--- config.mk ---
export PLATFORM = sky130hd
export DESIGN_NAME = fifo_thresh_ctl
export DESIGN_NICKNAME = d
export VERILOG_FILES = /design/src/rtl/fifo_thresh_ctl.sv
export SDC_FILE = /design/constraint.sdc
export NUM_CORES = 1
export LEC_CHECK = 0
export ABC_AREA = 1
export CAP_MARGIN = 20
export CELL_PAD_IN_SITES_DETAIL_PLACEMENT = 0
export CELL_PAD_IN_SITES_GLOBAL_PLACEMENT = 2
export CORE_MARGIN = 2
export CORE_UTILIZATION = 23
export DETAILED_ROUTE_END_ITERATION = 8
export GPL_TIMING_DRIVEN = 0
export PLACE_DENSITY = 0.81
export SETUP_SLACK_MARGIN = 0.15
export SKIP_LAST_GASP = 1
export SYNTH_ARGS = -nofsm -noshare
export SYNTH_HDL_FRONTEND = slang
export SYNTH_SLANG_ARGS = --single-unit
--- constraint.sdc ---
create_clock -name clk -period 2.5 [get_ports clk]
set_input_delay 0.625 -clock clk [delete_from_list [all_inputs] [get_ports clk]]
set_output_delay 0.625 -clock clk [all_outputs]
set_load 0.01 [all_outputs]
--- src/rtl/fifo_thresh_ctl.sv ---
module fifo_thresh_ctl #(
  parameter int LVL_W = 10,
  parameter int EP_W  = 4
) (
  input  logic             clk,
  input  logic             rst_n,
  input  logic             reg_wr_en,
  input  logic [31:0]      reg_wr_data,
  output logic [31:0]      reg_rd_data,
  input  logic             tx_pkt_valid,
  input  logic             tx_iso,
  input  logic [LVL_W-1:0] tx_pkt_words,
  input  logic [LVL_W-1:0] tx_level,
  output logic             tx_start,
  output logic             fetch_req,
  input  logic [LVL_W-1:0] rx_level,
  input  logic             rx_pkt_done,
  output logic             rx_wr_start,
  input  logic             tok_valid,
  input  logic [EP_W-1:0]  tok_ep,
  output logic             park_en,
  output logic [EP_W-1:0]  park_ep,
  output logic             cfg_err
);
  localparam logic [8:0] MIN_THR = 9'd8;

  logic       park_q, rx_en_q, iso_q, niso_q;
  logic [8:0] rx_len_q, tx_len_q;
  logic [1:0] ratio_q;

  always_ff @(posedge clk or negedge rst_n)
    if (!rst_n) begin
      park_q   <= 1'b1;
      rx_len_q <= 9'd8;
      rx_en_q  <= 1'b0;
      ratio_q  <= 2'd0;
      tx_len_q <= 9'd8;
      iso_q    <= 1'b0;
      niso_q   <= 1'b0;
    end else if (reg_wr_en) begin
      park_q   <= reg_wr_data[27];
      rx_len_q <= reg_wr_data[25:17];
      rx_en_q  <= reg_wr_data[16];
      ratio_q  <= reg_wr_data[12:11];
      tx_len_q <= reg_wr_data[10:2];
      iso_q    <= reg_wr_data[1];
      niso_q   <= reg_wr_data[0];
    end

  assign reg_rd_data = {4'b0, park_q, 1'b1, rx_len_q, rx_en_q, 3'b0,
                        ratio_q, tx_len_q, iso_q, niso_q};

  logic [8:0] bus_raw, bus_thr;
  logic       tx_en, start_c, fetch_c, rx_c;
  logic       start_q, fetch_q, rx_q;

  assign bus_raw = tx_len_q >> ratio_q;
  assign bus_thr = (bus_raw < MIN_THR) ? MIN_THR : bus_raw;
  assign tx_en   = tx_iso ? iso_q : niso_q;
  assign start_c = tx_pkt_valid && ((tx_level >= tx_pkt_words) ||
                   (tx_en && tx_level >= LVL_W'(tx_len_q)));
  assign fetch_c = tx_pkt_valid && tx_en && (tx_level < LVL_W'(bus_thr));
  assign rx_c    = rx_pkt_done || (rx_en_q && rx_level >= LVL_W'(rx_len_q));

  always_ff @(posedge clk or negedge rst_n)
    if (!rst_n) begin
      start_q     <= 1'b0;
      fetch_q     <= 1'b0;
      rx_q        <= 1'b0;
      tx_start    <= 1'b0;
      fetch_req   <= 1'b0;
      rx_wr_start <= 1'b0;
      cfg_err     <= 1'b0;
      park_en     <= 1'b0;
      park_ep     <= '0;
    end else begin
      start_q     <= start_c;
      fetch_q     <= fetch_c;
      rx_q        <= rx_c;
      tx_start    <= start_c & ~start_q;
      fetch_req   <= fetch_c & ~fetch_q;
      rx_wr_start <= rx_c & ~rx_q;
      cfg_err     <= cfg_err | (bus_raw < MIN_THR);
      park_en     <= tok_valid & park_q & (iso_q | niso_q);
      if (tok_valid) park_ep <= tok_ep;
    end

  assert_start_pulse_R6: assert property (@(posedge clk) disable iff (!rst_n)
    tx_start |=> !tx_start);
  assert_fetch_pulse_R6: assert property (@(posedge clk) disable iff (!rst_n)
    fetch_req |=> !fetch_req);
  assert_start_valid_R3: assert property (@(posedge clk) disable iff (!rst_n)
    tx_start |-> $past(tx_pkt_valid));
  assert_bus_floor_R8: assert property (@(posedge clk) disable iff (!rst_n)
    bus_thr >= MIN_THR);
  assert_bus_le_usb_R7: assert property (@(posedge clk) disable iff (!rst_n)
    (tx_len_q >= MIN_THR) |-> (bus_thr <= tx_len_q));
  assert_err_sticky_R8: assert property (@(posedge clk) disable iff (!rst_n)
    cfg_err |=> cfg_err);
  assert_park_token_R10: assert property (@(posedge clk) disable iff (!rst_n)
    park_en |-> ($past(tok_valid) && $past(park_q)));
endmodule

==> reports/qor.csv, run 1 <==
stage;metric;value;unit
grt;initial antenna violation count;0;
drt;Vias/cell;4.167;
final_layout;share of cells above drive strength 1;0.1186;
timing;clock skew;0.006507;ns
timing;Worst-Margin Slew;0.8510;ns
cts;CTS clk-pin slew, worst paths;0.08;ns
timing;period utilization;0.8488;
grt;GRT Total Usage;0.1245;
drt;via count;2375;
final_layout;commonest non-fill, non-tap cell in the layout;clkdlybuf4s50_1;
synthesis;number of synthesized flops with an enable pin;0;
die;# IOs;114;
hold_path;Hold WC Path Type;register to register;
timing;Fmax achieved;0.4713;GHz
pwr;leakage power total;1.805;nW
timing;Final Setup Violations;0;
cts;Hold Buf Count CTS;0;
cts;Gates resized, CTS repair;0;
timing;final hold viol count;0;
worst_setup_path;CP startpoint kind;register;
worst_setup_path;worst setup path class;register to register;
synthesis;Synth warnings;0;
drt;initial DRC count;57;
pwr;total power;0.001732;W
cts;Max Root-Sink Buffers;2;
final_layout;Post-Layout Cell Count;570;
synthesis;Synth Instances;320;
die;Row Count;38;
synthesis;Seq/Total Area, Yosys;0.3513;
cts;CTS H-tree depth;2;
status;status;complete, no violations;
synthesis;XOR/XNOR Fraction of Synth Area;0;
flow_run;Max Cap Viol;0;
cts;setup bufs post-CTS;0;
cts;CTS Sinks;36;
drt;residual DRC count;0;
synthesis;Post-Syn Area;2575;um2
pwr;Power Density;453.1;nW/um2
synthesis;Async SR Flop Fraction;1.000;
die;Die H;109.8;um
final_layout;Inserted Diodes;0;
cts;CTS buffer count;5;
timing;setup TNS;0;ns
drt;First-pass DRT Iterations;4;
worst_setup_path;critical path arrival;2.34;ns
timing;Tmin final;2.122;ns
cts;CTS tree;built;
placement;DP Wirelength;6.011;mm
worst_setup_path;crit end category;register;
drt;Routed Antenna Nets;0;
pwr;combinational group share of total power;0.358;
grt;vias in the first global route;2436;
die;Starting Density;0.2365;
placement;placed cells;562;
grt;pin count of the biggest net entering global routing;37;
synthesis;post-synthesis compound-gate area fraction;0.1210;
pwr;Internal Power;0.001185;W
final_layout;post-layout net count;538;
grt;grt total ovfl;0;
pwr;clock share of power;0.252;
die;Core ar.;10890;um2
drt;Routed Wire Length;7.245;mm
timing;Hold WS;0.4060;ns
final_layout;Fill cells;1137;
placement;GPL Wtd Cong;0.7359;
worst_setup_path;Crit path required time;2.72;ns
die;die area;12060;um2
synthesis;main flop type after synthesis;dfrtp_1;
cts;Root Buffer Master;clkbuf_8;
timing;Slew Viols, Final;0;
placement;port buffer count;96;
synthesis;proportion of synthesized area in mux cells;0.03499;
timing;RSZ-0062 raised after global routing;false;
synthesis;Syn Area/Cell;8.047;um2
grt;global-route wire length before repair;11.49;mm
final_layout;Area growth syn-to-layout;48.45;%
pwr;Sw Pwr;0.0005472;W
synthesis;adder-cell share of the synthesized area;0.1749;
synthesis;largest family of logic cells by synthesized area;simple AND/OR/NAND/NOR gates;
pwr;Seq pwr share;0.390;
worst_setup_path;Worst Path Max Fanout;10;
cts;later-pin clock latency in the skew report;0.28;ns
final_layout;most frequent cells in the layout;clkdlybuf4s50_1 (95), nand2_1 (66), inv_1 (41);
pwr;Sw Share;0.3160;
die;Die X-Extent;109.8;um
synthesis;Post-Synth Simple-Gate Area;0.2021;
timing;max_slew headroom;0.4326;
drt;DR WL/cell;12.71;um
synthesis;post-synthesis register bit count;36;
synthesis;Netlist cell types;31;
final_layout;Core Util, Final;0.3511;
pwr;Peak VDD IR;0.0002052;V
## logic make-up (layout without fill, tap and decap cells)
family | after synthesis | count (layout)
AOI/OAI and AO/OA | 56 | 56
other | 2 | 8
DFF | 36 | 36
buffers and inverters | 63 | 167
muxes | 8 | 8
adders and majority gates | 36 | 36
and+or+nand+nor | 119 | 119
## cells in the mapped netlist (2+ instances only)
master    instances  area [um2]
buf_1             2       7.510
a21oi_1          18       90.09
o21a_1            3       22.52
nand3_1           9       45.04
inv_1            41       153.9
nand2_2          10       62.56
nor2_1           23       86.33
ha_1             36       450.4
nand4_1           5       31.28
inv_2             3       11.26
dfrtp_1          33       825.8
o211ai_1          4       30.03
dfstp_2           3       78.83
clkbuf_1          3       11.26
mux2_2            8       90.09
nand2_1          66       247.7
conb_1            2       7.510
o21ai_0          27       135.1
buf_4            12       90.09
## path summary, 6_finish.rpt
kind                             from  depth (start not counted)     endpoint  slack [ns]
max                        ratio_q[1]                         14    fetch_req        0.38
min                              rx_q                          1  rx_wr_start        0.41
max reg2reg                ratio_q[1]                         14    fetch_req        0.38
min reg2reg                      rx_q                          1  rx_wr_start        0.41
max in group asynchronous       rst_n                          1  tx_len_q[5]        1.52
min in group asynchronous       rst_n                          1  rx_len_q[5]        0.45
## power by group through the flow
stage / clock network, W / registers, W / logic (W)
3_5_place_dp: 0 / 0.000687 / 0.000629
6_report: 0.000437 / 0.000675 / 0.000620
2_1_floorplan: 0 / 0.000701 / 0.000309
3_3_place_gp: 0 / 0.000687 / 0.000622
4_1_cts: 0.000464 / 0.000677 / 0.000633
5_1_grt: 0.000493 / 0.000683 / 0.000703
## layer usage
layer,global-route usage,wire length [um],vias up
met2,0.2125,3303,79
met1,0.1440,3129,1047
li1,-,-,1245
met4,0.03255,55,0
met3,0.05039,757,4
met5,0,0,-
## layout make-up
class | instances | area (um2) | area share
tap | 140 | 175.2 | 0.04583
timing repair buffer | 96 | 955.9 | 0.2501
clock buffer | 7 | 86.33 | 0.02259
multi-input combinational | 227 | 1403 | 0.3669
inverter | 44 | 165.2 | 0.04321
sequential | 36 | 904.6 | 0.2367
clock inverter | 1 | 7.507 | 0.001964
buffer | 19 | 125.1 | 0.03273
## registers in the layout, summed over array words and instances, names as in the netlist, 2 cells and up
register,cells
park_ep,4
ratio_q,2
rx_len_q,9
tx_len_q,9
## worst max-delay path: stages, from the launching register on
cell and delay [ns]:
dfrtp_1 0.37, buf_2 0.19, inv_2 0.15, nand3_1 0.11
nand2_2 0.09, nand2_2 0.06, inv_2 0.07, a21oi_1 0.07
ha_1 0.29, a21oi_1 0.11, nand3b_1 0.12, a21oi_1 0.08
nor3_1 0.18, nand2_2 0.09, nor2_2 0.08
## stage by stage
stage | cell area (um2) | setup WS [ns]
after floorplan | 2597 | 0.5722
after global placement | 3734 | -0.07835
after detailed placement | 3729 | 0.1727
after CTS | 3822 | 0.3344
after global routing | 3822 | 0.1547
final | 3822 | 0.3781
No activity file was read; power rests on OpenSTA's default activity.
==> run 2, diff against run 1 <==
==> constraint.sdc (replaced) <==
create_clock -name clk -period 2.1 [get_ports clk]
set_input_delay 0.525 -clock clk [delete_from_list [all_inputs] [get_ports clk]]
set_output_delay 0.525 -clock clk [all_outputs]
set_load 0.01 [all_outputs]
==> reports/qor.csv, run 2 (same netlist as run 1, synthesis figures left out) <==
stage;metric;value;unit
status;status;complete, no violations;
drt;residual DRC count;0;
worst_setup_path;CP startpoint kind;register;
worst_setup_path;crit end category;register;
pwr;combinational group share of total power;0.370;
die;# IOs;114;
pwr;Peak VDD IR;0.0002434;V
hold_path;Hold WC Path Type;primary input to async pin;
die;Die X-Extent;109.8;um
final_layout;post-layout net count;543;
die;die area;12060;um2
grt;initial antenna violation count;0;
drt;Routed Antenna Nets;0;
grt;global-route wire length before repair;11.66;mm
cts;CTS H-tree depth;2;
worst_setup_path;Critical Path End;fetch_req;
cts;CTS tree;built;
timing;setup TNS;0;ns
cts;later-pin clock latency in the skew report;0.28;ns
timing;RSZ-0062 raised after global routing;true;
drt;First-pass DRT Iterations;4;
timing;max_slew headroom;0.4336;
pwr;Internal Power;0.001434;W
placement;GPL Wtd Cong;0.7359;
pwr;leakage power total;1.849;nW
worst_setup_path;crit-path leading delay family;simple AND/OR/NAND/NOR gates;
final_layout;most frequent cells in the layout;clkdlybuf4s50_1 (93), nand2_1 (60), inv_1 (38);
timing;Tmin final;2.011;ns
pwr;Sw Pwr;0.0006748;W
worst_setup_path;Worst path max stage delay;0.42;ns
worst_setup_path;Worst path slowest cell;dfrtp_2;
pwr;Seq pwr share;0.383;
final_layout;commonest non-fill, non-tap cell in the layout;clkdlybuf4s50_1;
final_layout;Post-Layout Cell Count;575;
timing;Fmax achieved;0.4971;GHz
placement;port buffer count;96;
grt;pin count of the biggest net entering global routing;37;
worst_setup_path;Critical Path Source;ratio_q[0];
final_layout;Area growth syn-to-layout;52.92;%
worst_setup_path;worst path cell trace;clkinv_4 > nand2_4 > nand2_4 > nor2_4 > nand2_2 > nor2_4 > a21oi_2 > ha_1 > a21oi_1 > nand3b_1 > a21oi_2 > nor3_2 > nand2_2 > nor2_2;
worst_setup_path;Reg2Reg Depth;14;
worst_setup_path;R2R Path Start;ratio_q[0];
worst_setup_path;Worst path depth;14;
placement;placed inst area;3729;um2
final_layout;Post-Layout Inst Area;3938;um2
final_layout;top flop regs;rx_len_q (9), tx_len_q (9), park_ep (4);
drt;Routed Wire Length;7.349;mm
worst_setup_path;worst setup path class;register to register;
die;Starting Density;0.2365;
timing;period utilization;0.9579;
worst_setup_path;Reg-to-Reg End;fetch_req;
grt;grt total ovfl;0;
cts;Hold Buf Count CTS;0;
worst_setup_path;critical path arrival;2.23;ns
die;Core ar.;10890;um2
grt;GRT Total Usage;0.1265;
timing;Worst-Margin Slew;0.8497;ns
final_layout;Fill cells;1133;
drt;DR WL/cell;12.78;um
pwr;Sw Share;0.3201;
timing;clock skew;0.006508;ns
die;Die H;109.8;um
worst_setup_path;WP buf/inv;1;
placement;DP Wirelength;6.011;mm
final_layout;Inserted Diodes;0;
cts;Max Root-Sink Buffers;2;
timing;final hold viol count;0;
die;Row Count;38;
flow_run;Max Cap Viol;0;
drt;Vias/cell;4.184;
worst_setup_path;Crit path required time;2.32;ns
cts;CTS clk-pin slew, worst paths;0.07;ns
cts;Root Buffer Master;clkbuf_8;
timing;Slew Viols, Final;0;
drt;via count;2406;
pwr;clock share of power;0.247;
cts;CTS Sinks;36;
placement;placed cells;562;
grt;vias in the first global route;2457;
worst_setup_path;reg-to-reg slack, setup;0.09;ns
pwr;Power Density;535.4;nW/um2
worst_setup_path;Worst Path Max Fanout;7;
drt;initial DRC count;58;
timing;Final Setup Violations;0;
final_layout;share of cells above drive strength 1;0.1701;
cts;CTS buffer count;5;
[run 2: cell types whose count changed in the layout (fill, tap and decap cells not counted), moves of 2 or more]
| cell | before | now |
|---|---|---|
| a21oi_2 | 1 | 3 |
| nand2_2 | 10 | 14 |
| nand2_4 | 1 | 3 |
| nor2_2 | 1 | 4 |
| clkdlybuf4s50_1 | 95 | 93 |
| nand2_1 | 66 | 60 |
| a21oi_1 | 18 | 16 |
| nor2_1 | 23 | 19 |
| buf_4 | 12 | 17 |
| inv_1 | 41 | 38 |
[run 2: repair_timing]
| action | CTS | global route |
|---|---|---|
| gates resized for setup | 10 | 20 |
| buffers inserted | 3 | 2 |
| endpoints found under the setup margin | 3 | 5 |
| pin swaps | 7 | 12 |
[run 2: power by group through the flow]
| stage | logic (W) | clock network, W | registers, W |
|---|---|---|---|
| after floorplan | 0.000368 | 0 | 0.000835 |
| after global placement | 0.000741 | 0 | 0.000818 |
| after detailed placement | 0.000749 | 0 | 0.000818 |
| after CTS | 0.000770 | 0.000552 | 0.000806 |
| after global routing | 0.000881 | 0.000587 | 0.000817 |
| final | 0.000781 | 0.000520 | 0.000807 |
[run 2: how the worst min path moves through the flow]
stage           from     endpoint  slack [ns]  depth (start not counted)
2_1_floorplan  rst_n      cfg_err        0.23                          0
3_3_place_gp    rx_q  rx_wr_start        0.39                          1
3_5_place_dp    rx_q  rx_wr_start        0.39                          1
4_1_cts        rst_n  rx_len_q[0]        0.36                          1
5_1_grt        rst_n  rx_len_q[0]        0.39                          1
6_report       rst_n  rx_len_q[5]        0.35                          1
[run 2: cell type report]
cell class              instances  area, um2  share of cell area
multi-input cells             227       1461              0.3711
inverters                      44      175.2             0.04449
clock buffers                   7      86.33             0.02193
clock inverters                 1      7.507            0.001907
repair buffers                101      994.7              0.2526
well taps                     140      175.2             0.04449
flip-flops and latches         36      905.9              0.2301
plain buffers                  19      131.4             0.03337
[run 2: through the flow]
stage / util / hold slack, ns / power (W) / worst slack [ns]
2_1_floorplan: - / 0.2294 / 0.001203 / 0.1722
3_3_place_gp: 0.3429 / 0.3895 / 0.001558 / -0.3783
3_5_place_dp: 0.3425 / 0.3927 / 0.001566 / -0.1273
4_1_cts: 0.3556 / 0.3600 / 0.002127 / -0.01695
5_1_grt: 0.3616 / 0.3937 / 0.002285 / -0.09744
6_report: 0.3616 / 0.3465 / 0.002108 / 0.08851
[run 2: per-layer routing]
metal  vias up  track usage  share of wire
met5         -            0              0
met4         0      0.03255         0.0075
met3         4      0.05039           0.11
met2        79       0.2169           0.46
met1      1065       0.1462           0.43
li1       1258            -              -
==> run 3, diff against run 2 <==
--- a/config.mk
+++ b/config.mk
@@ -13,6 +13,7 @@
 export CORE_UTILIZATION = 23
 export DETAILED_ROUTE_END_ITERATION = 8
 export GPL_TIMING_DRIVEN = 0
+export HOLD_SLACK_MARGIN = 0.03
 export PLACE_DENSITY = 0.81
 export SETUP_SLACK_MARGIN = 0.15
 export SKIP_LAST_GASP = 1
==> results of run 3 <==
The final DEF is identical to that of run 2; final timing and power are the same.
